**src/rtl/stcmp_pkg.sv**
```systemverilog
package stcmp_pkg;

  localparam int TIME_W     = 64;
  localparam int HALF_W     = 32;
  localparam int NUM_HALVES = TIME_W / HALF_W;
  localparam int ADDR_W     = 12;

  typedef enum logic [1:0] {
    RD_NONE,
    RD_FULL,
    RD_LOW,
    RD_HIGH
  } rd_sel_e;

  // Strobes from control to datapath, valid for the current cycle.
  typedef struct packed {
    logic [NUM_HALVES-1:0] wrHalf;     // write enable per 32-bit half
    logic                  narrowData; // halves take data from wdata[HALF_W-1:0]
    rd_sel_e               rdSel;      // readback source
    logic                  useCmp;     // pending comes from the comparison
  } ctl_strobe_t;

endpackage

```
**src/rtl/stcmp_ctrl.sv**
```systemverilog
module stcmp_ctrl
  import stcmp_pkg::*;
#(
  parameter logic [ADDR_W-1:0] ADDR_LO  = 12'h14D,
  parameter logic [ADDR_W-1:0] ADDR_HI  = 12'h15D,
  parameter bit                CMP_IMPL = 1'b1
) (
  input  logic              halfMode,
  input  logic              csrWe,
  input  logic [ADDR_W-1:0] csrAddr,
  input  logic              envCmpEnable,
  output ctl_strobe_t       strobes
);

  logic hitLow;
  logic hitHigh;
  logic effEnable;

  // Address decode: the high address exists only in narrow mode.
  always_comb begin
    hitLow  = (csrAddr == ADDR_LO);
    hitHigh = halfMode && (csrAddr == ADDR_HI);
  end

  // The enable is hard-wired to zero when the facility is not built.
  generate
    if (CMP_IMPL) begin : g_impl
      assign effEnable = envCmpEnable;
    end else begin : g_noimpl
      logic unusedEnable;
      assign unusedEnable = envCmpEnable;
      assign effEnable    = 1'b0;
    end
  endgenerate

  // Half write strobes: half 0 is the low word, the last half the high word.
  generate
    for (genvar k = 0; k < NUM_HALVES; k++) begin : g_wr
      if (k == 0) begin : g_low
        assign strobes.wrHalf[k] = csrWe && hitLow;
      end else begin : g_upper
        assign strobes.wrHalf[k] = csrWe && (halfMode ? hitHigh : hitLow);
      end
    end
  endgenerate

  assign strobes.narrowData = halfMode;
  assign strobes.useCmp     = effEnable;

  always_comb begin
    if (hitLow) begin
      strobes.rdSel = halfMode ? RD_LOW : RD_FULL;
    end else if (hitHigh) begin
      strobes.rdSel = RD_HIGH;
    end else begin
      strobes.rdSel = RD_NONE;
    end
  end

endmodule

```
**src/rtl/stcmp_datapath.sv**
```systemverilog
module stcmp_datapath
  import stcmp_pkg::*;
#(
  parameter logic [TIME_W-1:0] RESET_VAL = '1
) (
  input  logic              clk,
  input  logic              rstN,
  input  ctl_strobe_t       strobes,
  input  logic [TIME_W-1:0] csrWdata,
  input  logic [TIME_W-1:0] timeIn,
  input  logic              swTimerPend,
  output logic [TIME_W-1:0] cmpValue,
  output logic [TIME_W-1:0] csrRdata,
  output logic              pendQ
);

  localparam int HI_LSB = (NUM_HALVES - 1) * HALF_W;

  // One register per half, each with its own write strobe.
  generate
    for (genvar k = 0; k < NUM_HALVES; k++) begin : g_half
      logic [HALF_W-1:0] halfQ;
      logic [HALF_W-1:0] halfD;

      assign halfD = strobes.narrowData ? csrWdata[HALF_W-1:0]
                                        : csrWdata[k*HALF_W +: HALF_W];

      always_ff @(posedge clk or negedge rstN) begin
        if (!rstN) begin
          halfQ <= RESET_VAL[k*HALF_W +: HALF_W];
        end else if (strobes.wrHalf[k]) begin
          halfQ <= halfD;
        end
      end

      assign cmpValue[k*HALF_W +: HALF_W] = halfQ;
    end
  endgenerate

  // Unsigned level compare, then a source mux, registered once.
  logic reached;
  logic pendD;

  always_comb begin
    reached = (timeIn >= cmpValue);
    pendD   = strobes.useCmp ? reached : swTimerPend;
  end

  always_ff @(posedge clk or negedge rstN) begin
    if (!rstN) begin
      pendQ <= 1'b0;
    end else begin
      pendQ <= pendD;
    end
  end

  // Readback mux.
  always_comb begin
    csrRdata = '0;
    unique case (strobes.rdSel)
      RD_FULL: csrRdata = cmpValue;
      RD_LOW:  csrRdata[HALF_W-1:0] = cmpValue[HALF_W-1:0];
      RD_HIGH: csrRdata[HALF_W-1:0] = cmpValue[HI_LSB +: HALF_W];
      default: csrRdata = '0;
    endcase
  end

endmodule

```
**src/rtl/sup_timer_compare.sv**
```systemverilog
module sup_timer_compare
  import stcmp_pkg::*;
#(
  parameter logic [ADDR_W-1:0] ADDR_LO   = 12'h14D,
  parameter logic [ADDR_W-1:0] ADDR_HI   = 12'h15D,
  parameter bit                CMP_IMPL  = 1'b1,
  parameter logic [TIME_W-1:0] RESET_VAL = '1
) (
  input  logic              clk,
  input  logic              rstN,
  input  logic              halfMode,
  input  logic              csrWe,
  input  logic [ADDR_W-1:0] csrAddr,
  input  logic [TIME_W-1:0] csrWdata,
  output logic [TIME_W-1:0] csrRdata,
  input  logic [TIME_W-1:0] timeIn,
  input  logic              envCmpEnable,
  input  logic              swTimerPend,
  output logic              mTimerPend,
  output logic              sTimerPend
);

  ctl_strobe_t       strobes;
  logic [TIME_W-1:0] cmpValue;
  logic              pendQ;

  stcmp_ctrl #(
    .ADDR_LO (ADDR_LO),
    .ADDR_HI (ADDR_HI),
    .CMP_IMPL(CMP_IMPL)
  ) ctrl_i (
    .halfMode    (halfMode),
    .csrWe       (csrWe),
    .csrAddr     (csrAddr),
    .envCmpEnable(envCmpEnable),
    .strobes     (strobes)
  );

  stcmp_datapath #(
    .RESET_VAL(RESET_VAL)
  ) dp_i (
    .clk        (clk),
    .rstN       (rstN),
    .strobes    (strobes),
    .csrWdata   (csrWdata),
    .timeIn     (timeIn),
    .swTimerPend(swTimerPend),
    .cmpValue   (cmpValue),
    .csrRdata   (csrRdata),
    .pendQ      (pendQ)
  );

  // Both pending views share one source.
  assign mTimerPend = pendQ;
  assign sTimerPend = pendQ;

endmodule

```
**config.mk**
```make
export PLATFORM = sky130hd
export DESIGN_NAME = sup_timer_compare
export DESIGN_NICKNAME = d
export VERILOG_FILES = /design/src/rtl/stcmp_pkg.sv /design/src/rtl/stcmp_ctrl.sv /design/src/rtl/stcmp_datapath.sv /design/src/rtl/sup_timer_compare.sv
export SDC_FILE = /design/constraint.sdc
export NUM_CORES = 1
export LEC_CHECK = 0
export CORE_UTILIZATION = 47
export CTS_CLUSTER_DIAMETER = 200
export DETAILED_ROUTE_END_ITERATION = 8
export GPL_TIMING_DRIVEN = 0
export HOLD_SLACK_MARGIN = 0.03
export PLACE_DENSITY = 0.87
export SETUP_SLACK_MARGIN = 0.4
export SLEW_MARGIN = 10
export SYNTH_ARGS = -nofsm -noshare
export SYNTH_HDL_FRONTEND = slang
export SYNTH_HIERARCHICAL = 1
export SYNTH_SLANG_ARGS = --single-unit
```
**constraint.sdc**
```tcl
create_clock -name clk -period 5.37 [get_ports clk]
set_input_delay 1.074 -clock clk [delete_from_list [all_inputs] [get_ports clk]]
set_output_delay 1.074 -clock clk [all_outputs]
set_load 0.02 [all_outputs]
```
Yosys cells after proc, flatten, opt, wreduce, memory -nomap -nowiden
Index checks and enable logic that the tools add are counted.
{"block": "classes", "reduce_logical": 4, "magnitude_cmp": 1, "n_eq_ne": 5, "mux": 8}
{"op": "greater-or-equal comparator 64 bit", "n": 1}
{"op": "two-way mux 32 bit", "n": 2}
{"op": "case mux 32 bit (2 select lines)", "n": 1}
{"op": "== test 12 x 9 -> 1 bit (second input constant)", "n": 2}
{"op": "two-way mux 2 bit", "n": 3}
{"op": "== test 2 bit (second input constant)", "n": 2}
{"op": "logical AND 1 bit", "n": 3}
{"op": "== test 2 x 1 -> 1 bit (second input constant)", "n": 1}
{"op": "two-way mux 1 bit", "n": 2}
{"op": "OR reduction 2 bit", "n": 1}
{"block": "totals", "out_inout_bits": 66, "inputBits": 146, "regBits": 65, "word_cells": 21}

Logic depth before layout (Yosys ltp)
Gate-level depths: netlist (run 1).
{"block": "depth", "word_depth": 7, "mapped_depth": 8, "depth_no_buf": 8}

By module
The synthesis (run 1) kept the hierarchy.
{"mod": "stcmp_datapath", "seq_area_each_um2": 1706.6, "n_inst": 1, "area_each_um2": 4952.2, "cells_each": 583}
{"mod": "stcmp_ctrl", "seq_area_each_um2": 0.0, "n_inst": 1, "area_each_um2": 93.8, "cells_each": 12}
{"mod": "sup_timer_compare", "seq_area_each_um2": 0.0, "n_inst": 1, "area_each_um2": 7.5, "cells_each": 1}

Least setup slack after synthesis (run 1)
OpenSTA, ideal clock, no wires.
{"block": "synth_path", "path_kind": "in2out", "start": "input port csrAddr[1]", "end": "output port csrRdata[2]", "n_path_buf": 1, "slack_ps": 1110, "t_arrival_ps": 3186, "stages": 7, "required_ps": 4296, "path_cell_list": "or4b_1 nor4_1 inv_1 ha_1 clkbuf_1 a22oi_1 nor2_1"}
{"item": "from (decl)", "line": "sup_timer_compare.sv:13", "text": "input logic [ADDR_W-1:0] csrAddr,"}
{"item": "to (decl)", "line": "sup_timer_compare.sv:15", "text": "output logic [TIME_W-1:0] csrRdata,"}

==> out/results.txt, run 1 <==
ANT nets after route = 0
First-pass GRT wire length = 27.39 mm
Root Buffer = clkbuf_8
Syn Area/Cell = 8.479 um^2
DR DRC count = 0
Mapped Area = 5054 um^2
Skew final = 0.009740 ns
Post-layout net count = 1,030
Inst Count DP = 942
Initial antenna violation count = 0
Storage cell area = 1707 um^2
Slew Viols, Final = 0
Synth Instances = 596
Die width = 105.7 um
Final GP Congestion = 0.9147
Complex-gate fraction of the synthesized area = 17.31%
Antenna cells = 0
Area Growth Syn to Fin = 49.29%
Die Ht = 105.7 um
Hold path depth = 2
Finished Layout Cells = 958
Worst VDD drop = 0.0001461 V
Crit start category = primary input
Starting Density = 48.73%
Crit path cell chain = clkdlybuf4s50_1 -> or4b_1 -> nor4_4 -> ha_2 -> clkbuf_2 -> and2_1 -> clkdlybuf4s50_1
Detailed-route vias per instance = 5.601
M3 GR Usage = 6.741%
Core footprint = 10,370 um^2
CP Class = primary input to output pin
Via count of the first global-routing pass = 5,614
Worst hold path type = flop to flop
Syn Nets = 809
Clk pin slew, worst setup/hold paths = 0.08 ns
Most common cell after layout, fill and taps aside = clkdlybuf4s50_1
Share of layout cells above drive strength 1 = 13.14%
Main flop type after synthesis = dfstp_2
Max-cap violations = 0
Seq cells post-synth = 65
Status = finished, final reports clean
Multi-input logic area = 2984 um^2
Commonest non-fill, non-tap cells in the layout = clkdlybuf4s50_1 (176), nor2_1 (69), inv_1 (68)
Post-synth EDFFs = 0
Clk buf depth = 2
Post-synthesis adder-cell area fraction = 16.59%
FF-to-FF path depth = 8
Routed WL per cell = 18.16 um
Sink Count = 65
Delay of the slowest critical-path stage = 0.65 ns
Post-detail-place hpwl = 13.92 mm
CP dominant cell by count = clkdlybuf4s50_1
Post-synth top area cell = dfstp_2
Initial DRT Pass Iterations = 5
Leakage = 3.378 nW
Vias = 5,366
YS warnings = 6
DIE AREA = 11,170 um^2
Max Fclk = 0.2033 GHz
Setup TNS Final = 0 ns
Busiest grt layer = met2
Port-buffer cells = 210
Htree depth = 3
Synth async-reset ratio = 100.0%
DR iter-0 viols = 259
Hold_ws = 0.5176 ns
Met1 global-route usage = 35.87%
CTS Hold Bufs = 0
Area fraction of the dominant cell type after synthesis = 33.28%
Hold Violations, Final = 0
Slew @ Worst Pin = 0.8391 ns
Clock Latency Late Sink = 0.35 ns
Filler instances = 806
Distinct cells, synth = 43
Main combinational cell family by area after synthesis = simple AND/OR/NAND/NOR gates
Final period utilization = 91.60%
RSZ-0062 raised after global routing = false
Global route overflow = 0
Min Tclk post-route = 4.919 ns
Setup Viol. Count Final = 0
Post-Synth Simple-Gate Area = 17.80%
Slowest stage cell, crit path = or4b_1
Power Dens Cells = 152.9 nW/um^2
Critical path arrival = 3.84 ns
Seq/Total Area, Yosys = 33.77%
Mux contribution to synthesized area = 6.561%
CP endpoint kind = output pin
XOR/XNOR share of the synthesized area = 0.1733%
CTS tree = built
CTS buffer count = 9
Drt total wl = 17.40 mm
I/O pins = 212
Worst slew margin = 44.06%
Top cells by area, synth = dfstp_2 (33%), ha_1 (17%), mux2i_1 (6.3%)
Grt met2 use = 55.37%
Largest net degree at the start of global routing = 66
GRT Total Usage = 31.67%
Crit-path max FO = 10
Required time of the critical path = 4.30 ns
Placement Rows = 37
==> stage by stage <==
stage | total power, mW | setup WS, ns | instance area [um^2] | utilization [%]
finish | 1.154 | 0.4511 | 7545 | 72.76
global route | 1.195 | 0.4057 | 7545 | 72.76
CTS | 1.158 | 0.2057 | 7520 | 72.51
detailed placement | 0.7297 | -0.2453 | 7323 | 70.62
global placement | 0.7213 | -0.1410 | 7326 | 70.64
floorplan | 0.5815 | 1.110 | 5054 | -
==> worst max-delay path: cells and delay by family <==
| family | cells | cell delay (ns) |
|---|---|---|
| adders and majority gates | 1 | 0.31 |
| buffers and inverters | 3 | 1.26 |
| and+or+nand+nor | 3 | 1.21 |
==> power by group <==
group	total [mW]	internal, mW	leakage, nW	switching, mW
Combinational	0.223	0.136	2.61	0.0865
Clock	0.428	0.226	0.0953	0.202
Sequential	0.504	0.500	0.677	0.00407
Total	1.15	0.861	3.38	0.293
==> synth_stat cells (2+ instances only) <==
cell type  instances
nor2_1            69
inv_1             68
ha_1              67
dfstp_2           64
a21oi_1           56
nand2_1           43
o21ai_0           38
a22oi_1           33
and2_1            32
mux2i_1           32
clkbuf_1          27
nand4_1           11
nand3_1            6
a21o_1             4
nor4_1             4
a221oi_1           3
buf_2              3
buf_4              3
nor3_1             3
a211oi_1           2
nand2b_1           2
nand4b_1           2
nor2b_1            2
o211ai_1           2
o22ai_1            2
==> routing by layer <==
layer / wire length, um / vias up
met1: 6748 / 2551
met5: 0 / -
met3: 1338 / 52
met2: 8582 / 260
li1: - / 2503
met4: 732 / 0
==> path summary, 6_finish.rpt <==
| kind | slack [ns] | end | startpoint |
|---|---|---|---|
| max in group asynchronous | 4.00 | dp_i/pendQ | rstN |
| min reg2reg | 0.52 | dp_i/g_half[0].halfQ[7] | dp_i/g_half[0].halfQ[7] |
| min | 0.52 | dp_i/g_half[0].halfQ[7] | dp_i/g_half[0].halfQ[7] |
| max reg2reg | 2.90 | dp_i/pendQ | dp_i/g_half[1].halfQ[30] |
| max | 0.45 | csrRdata[32] | csrAddr[1] |
| min in group asynchronous | 0.86 | dp_i/pendQ | rstN |
==> what timing repair did <==
action / CTS / global route
setup buffers: 0 / 0
setup endpoints to repair: 62 / 37
cloned: 0 / 0
gates resized for setup: 44 / 12
endpoints found under the hold margin: 0 / 0
==> cells by family (layout without fill, tap and decap cells) <==
kind of cell	after synthesis	in the layout
simple gates	182	182
compound gates	147	147
fa+ha+maj	67	67
flops	65	65
mux	33	33
xor+xnor	1	1
buf+inv	101	327
==> registers in the layout, indices dropped and copies added (netlist names) <==
register and flops:
dp_i/pendQ 1, dp_i/g_half.halfQ 64
==> final cells by class <==
class / instances / area share (%)
Multi-Input combinational cell: 430 / 39.55
Timing Repair Buffer: 210 / 27.48
Sequential cell: 65 / 22.62
Inverter: 68 / 3.383
Tap cell: 136 / 2.255
Buffer: 33 / 2.106
Clock buffer: 11 / 1.874
Clock inverter: 5 / 0.7297
Power figures use the tool's default switching activity.
==> run 2: changes to the inputs <==
--- a/config.mk
+++ b/config.mk
@@ -12,8 +12,9 @@
 export HOLD_SLACK_MARGIN = 0.03
 export PLACE_DENSITY = 0.87
 export SETUP_SLACK_MARGIN = 0.4
-export SLEW_MARGIN = 10
+export SLEW_MARGIN = 20
 export SYNTH_ARGS = -nofsm -noshare
 export SYNTH_HDL_FRONTEND = slang
 export SYNTH_HIERARCHICAL = 1
 export SYNTH_SLANG_ARGS = --single-unit
+export TNS_END_PERCENT = 100
==> run 2 against run 1 <==
Effect of this change:
- routed wire length down 0.28%
- global-route usage down 0.16 points
- via count grew 0.15%
- die area did not move
- largest power group unchanged
- worst setup slack better by 0.014 ns
- combinational power is essentially flat
- largest cell class unchanged
- sequential cell count stayed put
- sequential power about the same
==> out/results.txt, run 2 (synthesized netlist as in run 1, its figures left out) <==
Status = finished, final reports clean (unchanged)
DR iter-0 viols = 228 (was 259)
Crit path cell chain = clkdlybuf4s50_1 -> or4bb_4 -> nor4_4 -> inv_1 -> ha_1 -> clkbuf_4 -> a22oi_1 -> nor2_1 -> dlygate4sd2_1 (was clkdlybuf4s50_1 -> or4b_1 -> nor4_4 -> ha_2 -> clkbuf_2 -> and2_1 -> clkdlybuf4s50_1)
Inst Count DP = 943 (was 942)
Vias = 5,374 (was 5,366)
Reg2reg setup slack = 2.90 ns (about the same)
GRT Total Usage = 31.51% (was 31.67%)
Share of layout cells above drive strength 1 = 13.49% (was 13.14%)
Power Dens Cells = 147.5 nW/um^2 (was 152.9 nW/um^2)
Min Tclk post-route = 4.905 ns (was 4.919 ns)
Fin area = 7541 um^2 (was 7545 um^2)
RSZ-0062 raised after global routing = false (unchanged)
Htree depth = 3 (unchanged)
Max Fclk = 0.2039 GHz (was 0.2033 GHz)
Final GP Congestion = 0.9147 (unchanged)
Port-buffer cells = 210 (unchanged)
Final period utilization = 91.33% (was 91.60%)
Slew Viols, Final = 0 (unchanged)
Crit start category = primary input (unchanged)
Worst VDD drop = 0.0001192 V (was 0.0001461 V)
Hold Startpoint = dp_i/g_half[0].halfQ[11] (was dp_i/g_half[0].halfQ[7])
CP endpoint kind = output pin (unchanged)
Antenna cells = 0 (unchanged)
Routed WL per cell = 18.09 um (was 18.16 um)
Largest net degree at the start of global routing = 35 (was 66)
Crit-path leading delay family = buffers and inverters (unchanged)
Required time of the critical path = 4.30 ns (about the same)
Slowest stage cell, crit path = or4bb_4 (was or4b_1)
Commonest non-fill, non-tap cells in the layout = clkdlybuf4s50_1 (177), nor2_1 (69), inv_1 (68) (was clkdlybuf4s50_1 (176), nor2_1 (69), inv_1 (68))
Clock Latency Late Sink = 0.34 ns (was 0.35 ns)
Slew @ Worst Pin = 0.7518 ns (was 0.8391 ns)
Worst Path Buf+Inv = 4 (was 3)
Filler instances = 803 (was 806)
Most common cell after layout, fill and taps aside = clkdlybuf4s50_1 (unchanged)
Via count of the first global-routing pass = 5,618 (was 5,614)
Max-cap violations = 0 (unchanged)
Crit-path max FO = 10 (unchanged)
Reg with most FFs = dp_i/g_half.halfQ (unchanged)
Worst slew margin = 49.42% (was 44.06%)
Reg2reg start = dp_i/g_half[1].halfQ[30] (unchanged)
Core footprint = 10,370 um^2 (unchanged)
DIE AREA = 11,170 um^2 (unchanged)
Storage cell area = 1707 um^2 (unchanged)
Clk buf depth = 2 (unchanged)
Area Growth Syn to Fin = 49.22% (was 49.29%)
DR DRC count = 0 (unchanged)
CTS buffer count = 9 (unchanged)
Detailed-route vias per instance = 5.604 (was 5.601)
Setup TNS Final = 0 ns (unchanged)
Post-layout net count = 1,031 (was 1,030)
Setup ws final = 0.4654 ns (was 0.4511 ns)
CP Class = primary input to output pin (unchanged)
Drt total wl = 17.35 mm (was 17.40 mm)
Worst hold path type = flop to flop (unchanged)
Post-detail-place hpwl = 14.02 mm (was 13.92 mm)
ANT nets after route = 0 (unchanged)
Max reg flops = 64 (unchanged)
Placement Rows = 37 (unchanged)
CTS tree = built (unchanged)
Setup Viol. Count Final = 0 (unchanged)
I/O pins = 212 (unchanged)
Hold Violations, Final = 0 (unchanged)
Initial antenna violation count = 0 (unchanged)
Delay of the slowest critical-path stage = 0.57 ns (was 0.65 ns)
Leakage = 3.348 nW (was 3.378 nW)
Die width = 105.7 um (unchanged)
Starting Density = 48.73% (unchanged)
Critical path arrival = 3.83 ns (was 3.84 ns)
Initial DRT Pass Iterations = 5 (unchanged)
CTS Hold Bufs = 0 (unchanged)
Area of placed instances = 7343 um^2 (was 7323 um^2)
Root Buffer = clkbuf_8 (unchanged)
Sink Count = 65 (unchanged)
Multi-input logic area = 2985 um^2 (was 2984 um^2)
Clk pin slew, worst setup/hold paths = 0.07 ns (was 0.08 ns)
Dpl ws = -0.2449 ns (was -0.2453 ns)
Finished Layout Cells = 959 (was 958)
Die Ht = 105.7 um (unchanged)
Post-layout util = 72.72% (was 72.76%)
First-pass GRT wire length = 27.26 mm (was 27.39 mm)
Skew final = 0.009450 ns (was 0.009740 ns)
Global route overflow = 0 (unchanged)
Crit. Startpoint = csrAddr[2] (was csrAddr[1])
Top flop regs = dp_i/g_half.halfQ: 64 flops, dp_i/pendQ: 1 flops (unchanged)
-- run 2: changes by cell type in the layout (fill, tap and decap cells not counted), sizes merged --
cell / change
dlymetal6s2s: -2
clkbuf: +2
bufinv: -1
clkdlybuf4s50: +1
clkinv: +1
-- run 2: worst paths after layout --
| kind | end | cells after the start |
|---|---|---|
| worst max-delay path | csrRdata[2] | 9 |
| worst min-delay path | dp_i/g_half[0].halfQ[11] | 2 |
| worst max register to register | dp_i/pendQ | 8 |
| worst min register to register | dp_i/g_half[0].halfQ[11] | 2 |
| max in group asynchronous | dp_i/g_half[0].halfQ[16] | 2 |
| min in group asynchronous | dp_i/pendQ | 1 |
-- run 2: worst min-delay path: cells and delay by family (launching register included) --
family,cells,cell delay [ns]
flip-flops,1,0.37
buffers and inverters,1,0.06
AO/OA/AOI/OAI,1,0.08
-- run 2: cell type report --
cell class | count | area share (%)
Clock inverter | 5 | 0.3982
Multi-Input combinational cell | 430 | 39.59
Inverter | 68 | 3.385
Clock buffer | 11 | 2.008
Buffer | 33 | 2.107
Sequential cell | 65 | 22.63
Timing Repair Buffer | 211 | 27.63
Tap cell | 136 | 2.257
-- run 2: per-stage QoR --
stage | hold WS [ns] | total power, mW
2_1_floorplan | 0.4866 | 0.5815
3_3_place_gp | 0.5000 | 0.7213
3_5_place_dp | 0.5071 | 0.7311
4_1_cts | 0.5169 | 1.121
5_1_grt | 0.5363 | 1.162
6_report | 0.5191 | 1.112
-- run 2: report_power, final --
group          total, mW  leakage [nW]  switching, mW  internal (mW)
logic              0.224          2.58         0.0863          0.138
registers          0.504         0.677        0.00395          0.500
clock network      0.384        0.0911          0.194          0.190
total               1.11          3.35          0.284          0.828
-- run 2: routing by layer --
layer | track usage (%) | part of all wire, % | up-vias
li1 | - | - | 2508
met2 | 55.79 | 50 | 272
met3 | 8.720 | 8.1 | 50
met5 | 0 | 0 | -
met4 | 14.98 | 3.6 | 0
met1 | 34.69 | 39 | 2544
-- run 2: repair_timing --
item	in CTS	in global routing
setup endpoints to repair	62	16
resized for setup	45	11
buffers inserted	0	0
